===== config.mk =====
export PLATFORM = sky130hd
export DESIGN_NAME = mux_burst_seq
export DESIGN_NICKNAME = d
export VERILOG_FILES = /design/src/rtl/mbs_pkg.sv /design/src/rtl/mbs_ctrl.sv /design/src/rtl/mbs_bus_mux.sv /design/src/rtl/mux_burst_seq.sv
export SDC_FILE = /design/constraint.sdc
export NUM_CORES = 1
export LEC_CHECK = 0
export BUFFER_PORTS_ARGS = -buffer_cell sky130_fd_sc_hd__buf_2
export CAP_MARGIN = 20
export CORE_MARGIN = 1
export CORE_UTILIZATION = 58
export DETAILED_ROUTE_END_ITERATION = 10
export GPL_ROUTABILITY_DRIVEN = 1
export GPL_TIMING_DRIVEN = 0
export PLACE_DENSITY = 0.92
export SYNTH_ARGS = -nofsm -noshare
export SYNTH_HDL_FRONTEND = slang
export SYNTH_SLANG_ARGS = --single-unit

===== constraint.sdc =====
create_clock -name clk -period 3.4 [get_ports clk]
set_input_delay 0.34 -clock clk [delete_from_list [all_inputs] [get_ports clk]]
set_output_delay 0.34 -clock clk [all_outputs]
set_load 0.01 [all_outputs]

===== src/rtl/mbs_pkg.sv =====
package mbs_pkg;
  localparam int BEAT_W     = 32;
  localparam int UNIT_BEATS = 4;
  localparam int CODE_W     = 3;
  localparam int BIDX_W     = $clog2(UNIT_BEATS);
  localparam int UNIT_W     = BEAT_W * UNIT_BEATS;
  localparam int BEAT_BYTES = BEAT_W / 8;

  typedef enum logic [1:0] {
    SZ_BYTE = 2'd0,
    SZ_HALF = 2'd1,
    SZ_WORD = 2'd2,
    SZ_UNIT = 2'd3
  } xfer_size_e;

  typedef enum logic [1:0] {
    PH_IDLE = 2'd0,
    PH_ADDR = 2'd1,
    PH_DATA = 2'd2
  } phase_e;

  // size code driven in the top bits during an address cycle
  function automatic logic [CODE_W-1:0] size_code(xfer_size_e s, logic half);
    case (s)
      SZ_BYTE: size_code = 3'b000;
      SZ_HALF: size_code = 3'b001;
      SZ_WORD: size_code = 3'b010;
      default: size_code = half ? 3'b011 : 3'b100;
    endcase
  endfunction

  function automatic logic [BIDX_W:0] beats_per_access(xfer_size_e s, logic half);
    if (s != SZ_UNIT) beats_per_access = (BIDX_W+1)'(1);
    else if (half)    beats_per_access = (BIDX_W+1)'(UNIT_BEATS / 2);
    else              beats_per_access = (BIDX_W+1)'(UNIT_BEATS);
  endfunction

  function automatic logic [BIDX_W:0] beats_per_unit(xfer_size_e s);
    beats_per_unit = (s == SZ_UNIT) ? (BIDX_W+1)'(UNIT_BEATS) : (BIDX_W+1)'(1);
  endfunction

  // beat k of the latched payload, narrow sizes zero-extended in low lanes
  function automatic logic [BEAT_W-1:0] lane_data(xfer_size_e s,
                                                  logic [UNIT_W-1:0] wd,
                                                  logic [BIDX_W-1:0] k);
    case (s)
      SZ_BYTE: lane_data = BEAT_W'(wd[7:0]);
      SZ_HALF: lane_data = BEAT_W'(wd[15:0]);
      SZ_WORD: lane_data = wd[BEAT_W-1:0];
      default: lane_data = wd[k*BEAT_W +: BEAT_W];
    endcase
  endfunction
endpackage


===== src/rtl/mbs_ctrl.sv =====
module mbs_ctrl
  import mbs_pkg::*;
#(
  parameter int ADDR_W = 32
) (
  input  logic                 clk,
  input  logic                 rst_n,
  input  logic                 req_valid,
  input  logic [ADDR_W-1:0]    req_addr,
  input  xfer_size_e           req_size,
  input  logic [UNIT_W-1:0]    req_wdata,
  input  logic                 req_half,
  input  logic                 bus_rdy,
  output phase_e               ph,
  output logic [BIDX_W-1:0]    beat_q,
  output logic [ADDR_W-1:0]    lat_addr,
  output xfer_size_e           lat_size,
  output logic [UNIT_W-1:0]    lat_wdata,
  output logic                 lat_half,
  output logic                 done_q
);
  logic [BIDX_W:0] bpa, bpu, beat_nx;
  logic            evt_accept, evt_beat, evt_acc_last, evt_unit_last;

  assign bpa           = beats_per_access(lat_size, lat_half);
  assign bpu           = beats_per_unit(lat_size);
  assign beat_nx       = {1'b0, beat_q} + (BIDX_W+1)'(1);
  assign evt_accept    = (ph == PH_IDLE) && req_valid;
  assign evt_beat      = (ph == PH_DATA) && bus_rdy;
  assign evt_acc_last  = (beat_nx & (bpa - (BIDX_W+1)'(1))) == '0;
  assign evt_unit_last = beat_nx == bpu;

  always_ff @(posedge clk) begin
    if (!rst_n) begin
      ph        <= PH_IDLE;
      beat_q    <= '0;
      lat_addr  <= '0;
      lat_size  <= SZ_BYTE;
      lat_wdata <= '0;
      lat_half  <= 1'b0;
      done_q    <= 1'b0;
    end else begin
      done_q <= evt_beat && evt_unit_last;
      case (ph)
        PH_IDLE: if (evt_accept) begin
          lat_addr  <= req_addr;
          lat_size  <= req_size;
          lat_wdata <= req_wdata;
          lat_half  <= req_half;
          beat_q    <= '0;
          ph        <= PH_ADDR;
        end
        PH_ADDR: ph <= PH_DATA;
        PH_DATA: if (bus_rdy) begin
          if (evt_unit_last) begin
            ph <= PH_IDLE;
          end else begin
            beat_q <= beat_nx[BIDX_W-1:0];
            ph     <= evt_acc_last ? PH_ADDR : PH_DATA;
          end
        end
        default: ph <= PH_IDLE;
      endcase
    end
  end

  AST_ACCEPT_IDLE: assert property (@(posedge clk) disable iff (!rst_n)
    evt_accept |=> ph == PH_ADDR);
  AST_BUSY_IGNORES: assert property (@(posedge clk) disable iff (!rst_n)
    (ph != PH_IDLE) |=> $stable(lat_addr) && $stable(lat_wdata));
  AST_ADDR_ONE_CYCLE: assert property (@(posedge clk) disable iff (!rst_n)
    (ph == PH_ADDR) |=> ph == PH_DATA);
  AST_DATA_HOLD: assert property (@(posedge clk) disable iff (!rst_n)
    ((ph == PH_DATA) && !bus_rdy) |=> (ph == PH_DATA) && $stable(beat_q));
  AST_DONE_SINGLE: assert property (@(posedge clk) disable iff (!rst_n)
    done_q |=> !done_q);
  AST_DONE_IDLE: assert property (@(posedge clk) disable iff (!rst_n)
    done_q |-> ph == PH_IDLE);
  AST_MODE_STABLE: assert property (@(posedge clk) disable iff (!rst_n)
    (ph != PH_IDLE) |=> $stable(lat_half) && $stable(lat_size));
endmodule


===== src/rtl/mbs_bus_mux.sv =====
module mbs_bus_mux
  import mbs_pkg::*;
#(
  parameter int ADDR_W = 32
) (
  input  logic                 clk,
  input  logic                 rst_n,
  input  logic                 bus_rdy,
  input  phase_e               ph,
  input  logic [BIDX_W-1:0]    beat_q,
  input  logic [ADDR_W-1:0]    lat_addr,
  input  xfer_size_e           lat_size,
  input  logic [UNIT_W-1:0]    lat_wdata,
  input  logic                 lat_half,
  output logic [BEAT_W-1:0]    bus_ad,
  output logic                 ad_addr_vld,
  output logic                 ad_data_vld
);
  localparam int LOW_W = BEAT_W - CODE_W;

  logic [ADDR_W-1:0] acc_addr;
  logic [CODE_W-1:0] code;

  // beat index times beat size: +8 for the second half of a split unit
  assign acc_addr    = lat_addr + ADDR_W'(beat_q) * ADDR_W'(BEAT_BYTES);
  assign code        = size_code(lat_size, lat_half);
  assign ad_addr_vld = (ph == PH_ADDR);
  assign ad_data_vld = (ph == PH_DATA);

  always_comb begin
    case (ph)
      PH_ADDR: bus_ad = {code, acc_addr[LOW_W-1:0]};
      PH_DATA: bus_ad = lane_data(lat_size, lat_wdata, beat_q);
      default: bus_ad = '0;
    endcase
  end

  AST_STROBE_EXCL: assert property (@(posedge clk) disable iff (!rst_n)
    !(ad_addr_vld && ad_data_vld));
  AST_CODE_LEGAL: assert property (@(posedge clk) disable iff (!rst_n)
    ad_addr_vld |-> bus_ad[BEAT_W-1 -: CODE_W] <= 3'b100);
  AST_CODE16_MODE: assert property (@(posedge clk) disable iff (!rst_n)
    (ad_addr_vld && bus_ad[BEAT_W-1 -: CODE_W] == 3'b100) |-> !lat_half);
  AST_CODE8_MODE: assert property (@(posedge clk) disable iff (!rst_n)
    (ad_addr_vld && bus_ad[BEAT_W-1 -: CODE_W] == 3'b011) |-> lat_half);
  AST_BUS_HOLD: assert property (@(posedge clk) disable iff (!rst_n)
    (ad_data_vld && !bus_rdy) |=> ad_data_vld && $stable(bus_ad));
endmodule


===== src/rtl/mux_burst_seq.sv =====
module mux_burst_seq
  import mbs_pkg::*;
#(
  parameter int ADDR_W = 32
) (
  input  logic                 clk,
  input  logic                 rst_n,
  input  logic                 req_valid,
  input  logic [ADDR_W-1:0]    req_addr,
  input  logic [1:0]           req_size,
  input  logic [UNIT_W-1:0]    req_wdata,
  input  logic                 req_half,
  input  logic                 bus_rdy,
  output logic                 busy,
  output logic [BEAT_W-1:0]    bus_ad,
  output logic                 ad_addr_vld,
  output logic                 ad_data_vld,
  output logic                 done
);
  phase_e            ph;
  logic [BIDX_W-1:0] beat_q;
  logic [ADDR_W-1:0] lat_addr;
  xfer_size_e        lat_size;
  logic [UNIT_W-1:0] lat_wdata;
  logic              lat_half;

  mbs_ctrl #(.ADDR_W(ADDR_W)) u_ctrl (
    .clk       (clk),
    .rst_n     (rst_n),
    .req_valid (req_valid),
    .req_addr  (req_addr),
    .req_size  (xfer_size_e'(req_size)),
    .req_wdata (req_wdata),
    .req_half  (req_half),
    .bus_rdy   (bus_rdy),
    .ph        (ph),
    .beat_q    (beat_q),
    .lat_addr  (lat_addr),
    .lat_size  (lat_size),
    .lat_wdata (lat_wdata),
    .lat_half  (lat_half),
    .done_q    (done)
  );

  mbs_bus_mux #(.ADDR_W(ADDR_W)) u_mux (
    .clk         (clk),
    .rst_n       (rst_n),
    .bus_rdy     (bus_rdy),
    .ph          (ph),
    .beat_q      (beat_q),
    .lat_addr    (lat_addr),
    .lat_size    (lat_size),
    .lat_wdata   (lat_wdata),
    .lat_half    (lat_half),
    .bus_ad      (bus_ad),
    .ad_addr_vld (ad_addr_vld),
    .ad_data_vld (ad_data_vld)
  );

  assign busy = (ph != PH_IDLE);

  AST_BUSY_DONE: assert property (@(posedge clk) disable iff (!rst_n)
    done |-> !busy);
endmodule


==> run summary <==
Synth Register Bits: 165
antenna-violating nets left: 0
initial antenna violation count: 0
Unique masters post-synth: 59
Netlist Area Pre-Place: 0.00823 mm2
clk buf depth: 2
Combinational Power Share: 27.4%
syn_area_per_cell: 7.84 um2
CTS tree: done
crit path max-delay cell type: fa_1
DR iter-0 viols: 986
fmax: 299 MHz
vias: 8847
Hold WS: 0.139 ns
most common cell after layout, fill and taps aside: nand2_1
Power Density: 624 mW/mm2
Via density: 6.06
worst hold path class: in -> reg
switching share of power: 36.2%
die area: 0.0147 mm2
most frequent cells in the layout: 348 x nand2_1, 213 x buf_2, 165 x dfxtp_1
DRC Markers: 0
Tmin final: 3.34 ns
worst-path cell chain: ha_1 -> fa_1 -> and4_2 -> buf_2 -> and3_1 -> clkbuf_1 -> and3_1 -> o221ai_2 -> buf_2
Req. time, crit path: 3.06 ns
Fillers: 1057
GRT Residual Overflow: 0
Chip Width: 121 um
CP top delay family: adder cells
Buf/Inv on CP: 3
Pins Over Slew Limit: 0
HPWL after detailed placement: 19400 um
chip height: 121 um
Clock Power Share: 32.8%
All-Layer GR Usage: 37.2%
crit start category: register
Fin. Hold Viols: 0
main flop type after synthesis: dfxtp_1
Area growth, synth to finish: 22.6%
CTS Hold Bufs: 0
skew final: 0.00832 ns
Critical Path Fanout Max: 7
worst-skew pair later-pin latency: 0.44 ns
Rel. slew slack: 38.2%
Worst VDD drop: 449 uV
Placed Cells: 1427
Worst Setup End Kind: output port
# IOs: 203
Synth Net Count: 1225
status: finished, final reports clean
Mapped Cells: 1049
clock sinks: 165
final worst path period share: 98.2%
first-pass GRT wire length: 41300 um
Port-buffer cells: 198
unrepaired setup endpoints after global routing: yes
switching pwr: 2.28 mW
critical path type: reg -> out
row cnt: 43
H-tree level count: 4
Seq/Total Area, Yosys: 40.2%
Final Instance Count excl. Fillers: 1460
vias in the first global route: 8239
CP peak stage delay: 0.43 ns
Warnings, synthesis: 0
Slew @ Worst Pin: 0.927 ns
share of cells above drive strength 1: 20.1%
total leakage power: 3.94 nW
Placer Congestion: 0.954
EDFF count, synth: 0
Max Cap Violations: 0
core area: 0.0139 mm2
router iterations before antenna repair: 6
ys async rst share: 0%
Final setup viols: 0
Initial Util: 59.3%
Nets: 1442
P_int: 4.01 mW
Routed WL: 26600 um
CP arrival: 3.00 ns
CTS root buf: clkbuf_16
largest net degree at the start of global routing: 17
Routed wire per std cell: 18.2 um
number of buffers created by CTS: 17
Worst-path clk slew: 0.07 ns
sequential power share: 39.8%
[cell type report]
class                           instances  area [um2]  area share, %
Multi-Input combinational cell        779        4520           44.8
Sequential cell                       165        3300           32.7
Timing Repair Buffer                  198         991           9.82
Clock buffer                           18         439           4.35
Buffer                                 85         347           3.44
Tap cell                              180         225           2.23
Clock inverter                         14         186           1.85
Inverter                               20        75.1          0.744
Antenna cell                            1        2.50         0.0248
[kinds of logic after synthesis]
kind of cell | count (synthesis) | synth area share (%)
AND/OR/NAND/NOR | 446 | 22.9
AO/OA/AOI/OAI | 287 | 26.0
flip-flops | 165 | 40.2
buffers and inverters | 105 | 5.11
multiplexers | 28 | 3.45
adder cells (fa/ha/maj) | 10 | 1.58
XOR/XNOR | 8 | 0.852
[power by group through the flow]
stage / combinational, mW / sequential [mW] / clock [mW]
floorplan: 1.11 / 2.45 / 0
global placement: 1.61 / 2.51 / 0
detailed placement: 1.66 / 2.52 / 0
CTS: 1.68 / 2.49 / 2.06
global route: 1.91 / 2.53 / 2.13
finish: 1.72 / 2.50 / 2.07
[timing repair]
action	CTS	global route
resized for setup	0	5
setup endpoints to repair	0	8
setup buffers	0	0
[sequential cells by signal, indices dropped and copies added, names as in the netlist]
signal	count
u_ctrl.lat_size	2
u_ctrl.lat_wdata	128
u_ctrl.done_q	1
u_ctrl.lat_half	1
u_ctrl.beat_q	2
u_ctrl.ph	2
u_ctrl.lat_addr	29
[Yosys cell counts (5+ instances only)]
cell type | number | share of area (%)
nand2_1 | 348 | 16
dfxtp_1 | 165 | 40
a21boi_0 | 162 | 15
clkbuf_1 | 67 | 3.1
mux2i_1 | 25 | 3.0
nor2_1 | 20 | 0.91
inv_1 | 19 | 0.87
a22oi_1 | 17 | 1.6
nand3_1 | 17 | 1.0
buf_2 | 15 | 0.91
nand4_1 | 15 | 1.1
o211ai_1 | 13 | 1.2
o21ai_0 | 13 | 0.79
o2bb2ai_1 | 13 | 1.4
a21oi_1 | 12 | 0.73
o22ai_1 | 12 | 0.91
o221ai_1 | 11 | 1.2
and3_1 | 8 | 0.61
ha_1 | 8 | 1.2
nor3_1 | 8 | 0.49
a2bb2oi_1 | 7 | 0.75
nand2b_1 | 7 | 0.53
xnor2_1 | 6 | 0.64
o2111ai_1 | 5 | 0.53
[worst register-to-register path: cells and delay by family, from the launching register on]
family,cells,cell delay (ns)
compound gates,1,0.20
simple gates,2,0.54
fa+ha+maj,1,0.31
flops,1,0.35
buf+inv,4,1.40
[through the flow]
step	power (mW)	utilization [%]	setup slack, ns	area, um2	TNS (ns)
final	6.29	72.7	0.0610	10100	0
after global routing	6.57	72.7	-0.00136	10100	-0.00136
after CTS	6.23	72.5	0.0305	10100	0
after detailed placement	4.18	68.0	0.509	9440	0
after global placement	4.11	68.0	0.453	9440	0
after floorplan	3.56	-	0.996	8230	0
[routing by layer]
metal	up-vias	share of wire, %	track usage, %
met5	-	0	0
met2	603	45	59.5
met1	4059	38	46.9
met4	0	6.1	23.4
met3	130	10	5.83
li1	4055	-	-
[path summary, 6_finish.rpt]
kind,from,to,slack [ns],depth (start not counted)
setup / recovery,u_ctrl.beat_q[0],bus_ad[28],0.06,9
hold / removal,req_addr[22],u_ctrl.lat_addr[22],0.14,3
setup reg to reg,u_ctrl.ph[0],u_ctrl.lat_wdata[8],0.51,8
hold reg to reg,u_ctrl.lat_wdata[70],u_ctrl.lat_wdata[70],0.46,2
(Power assumes the default switching activity.)
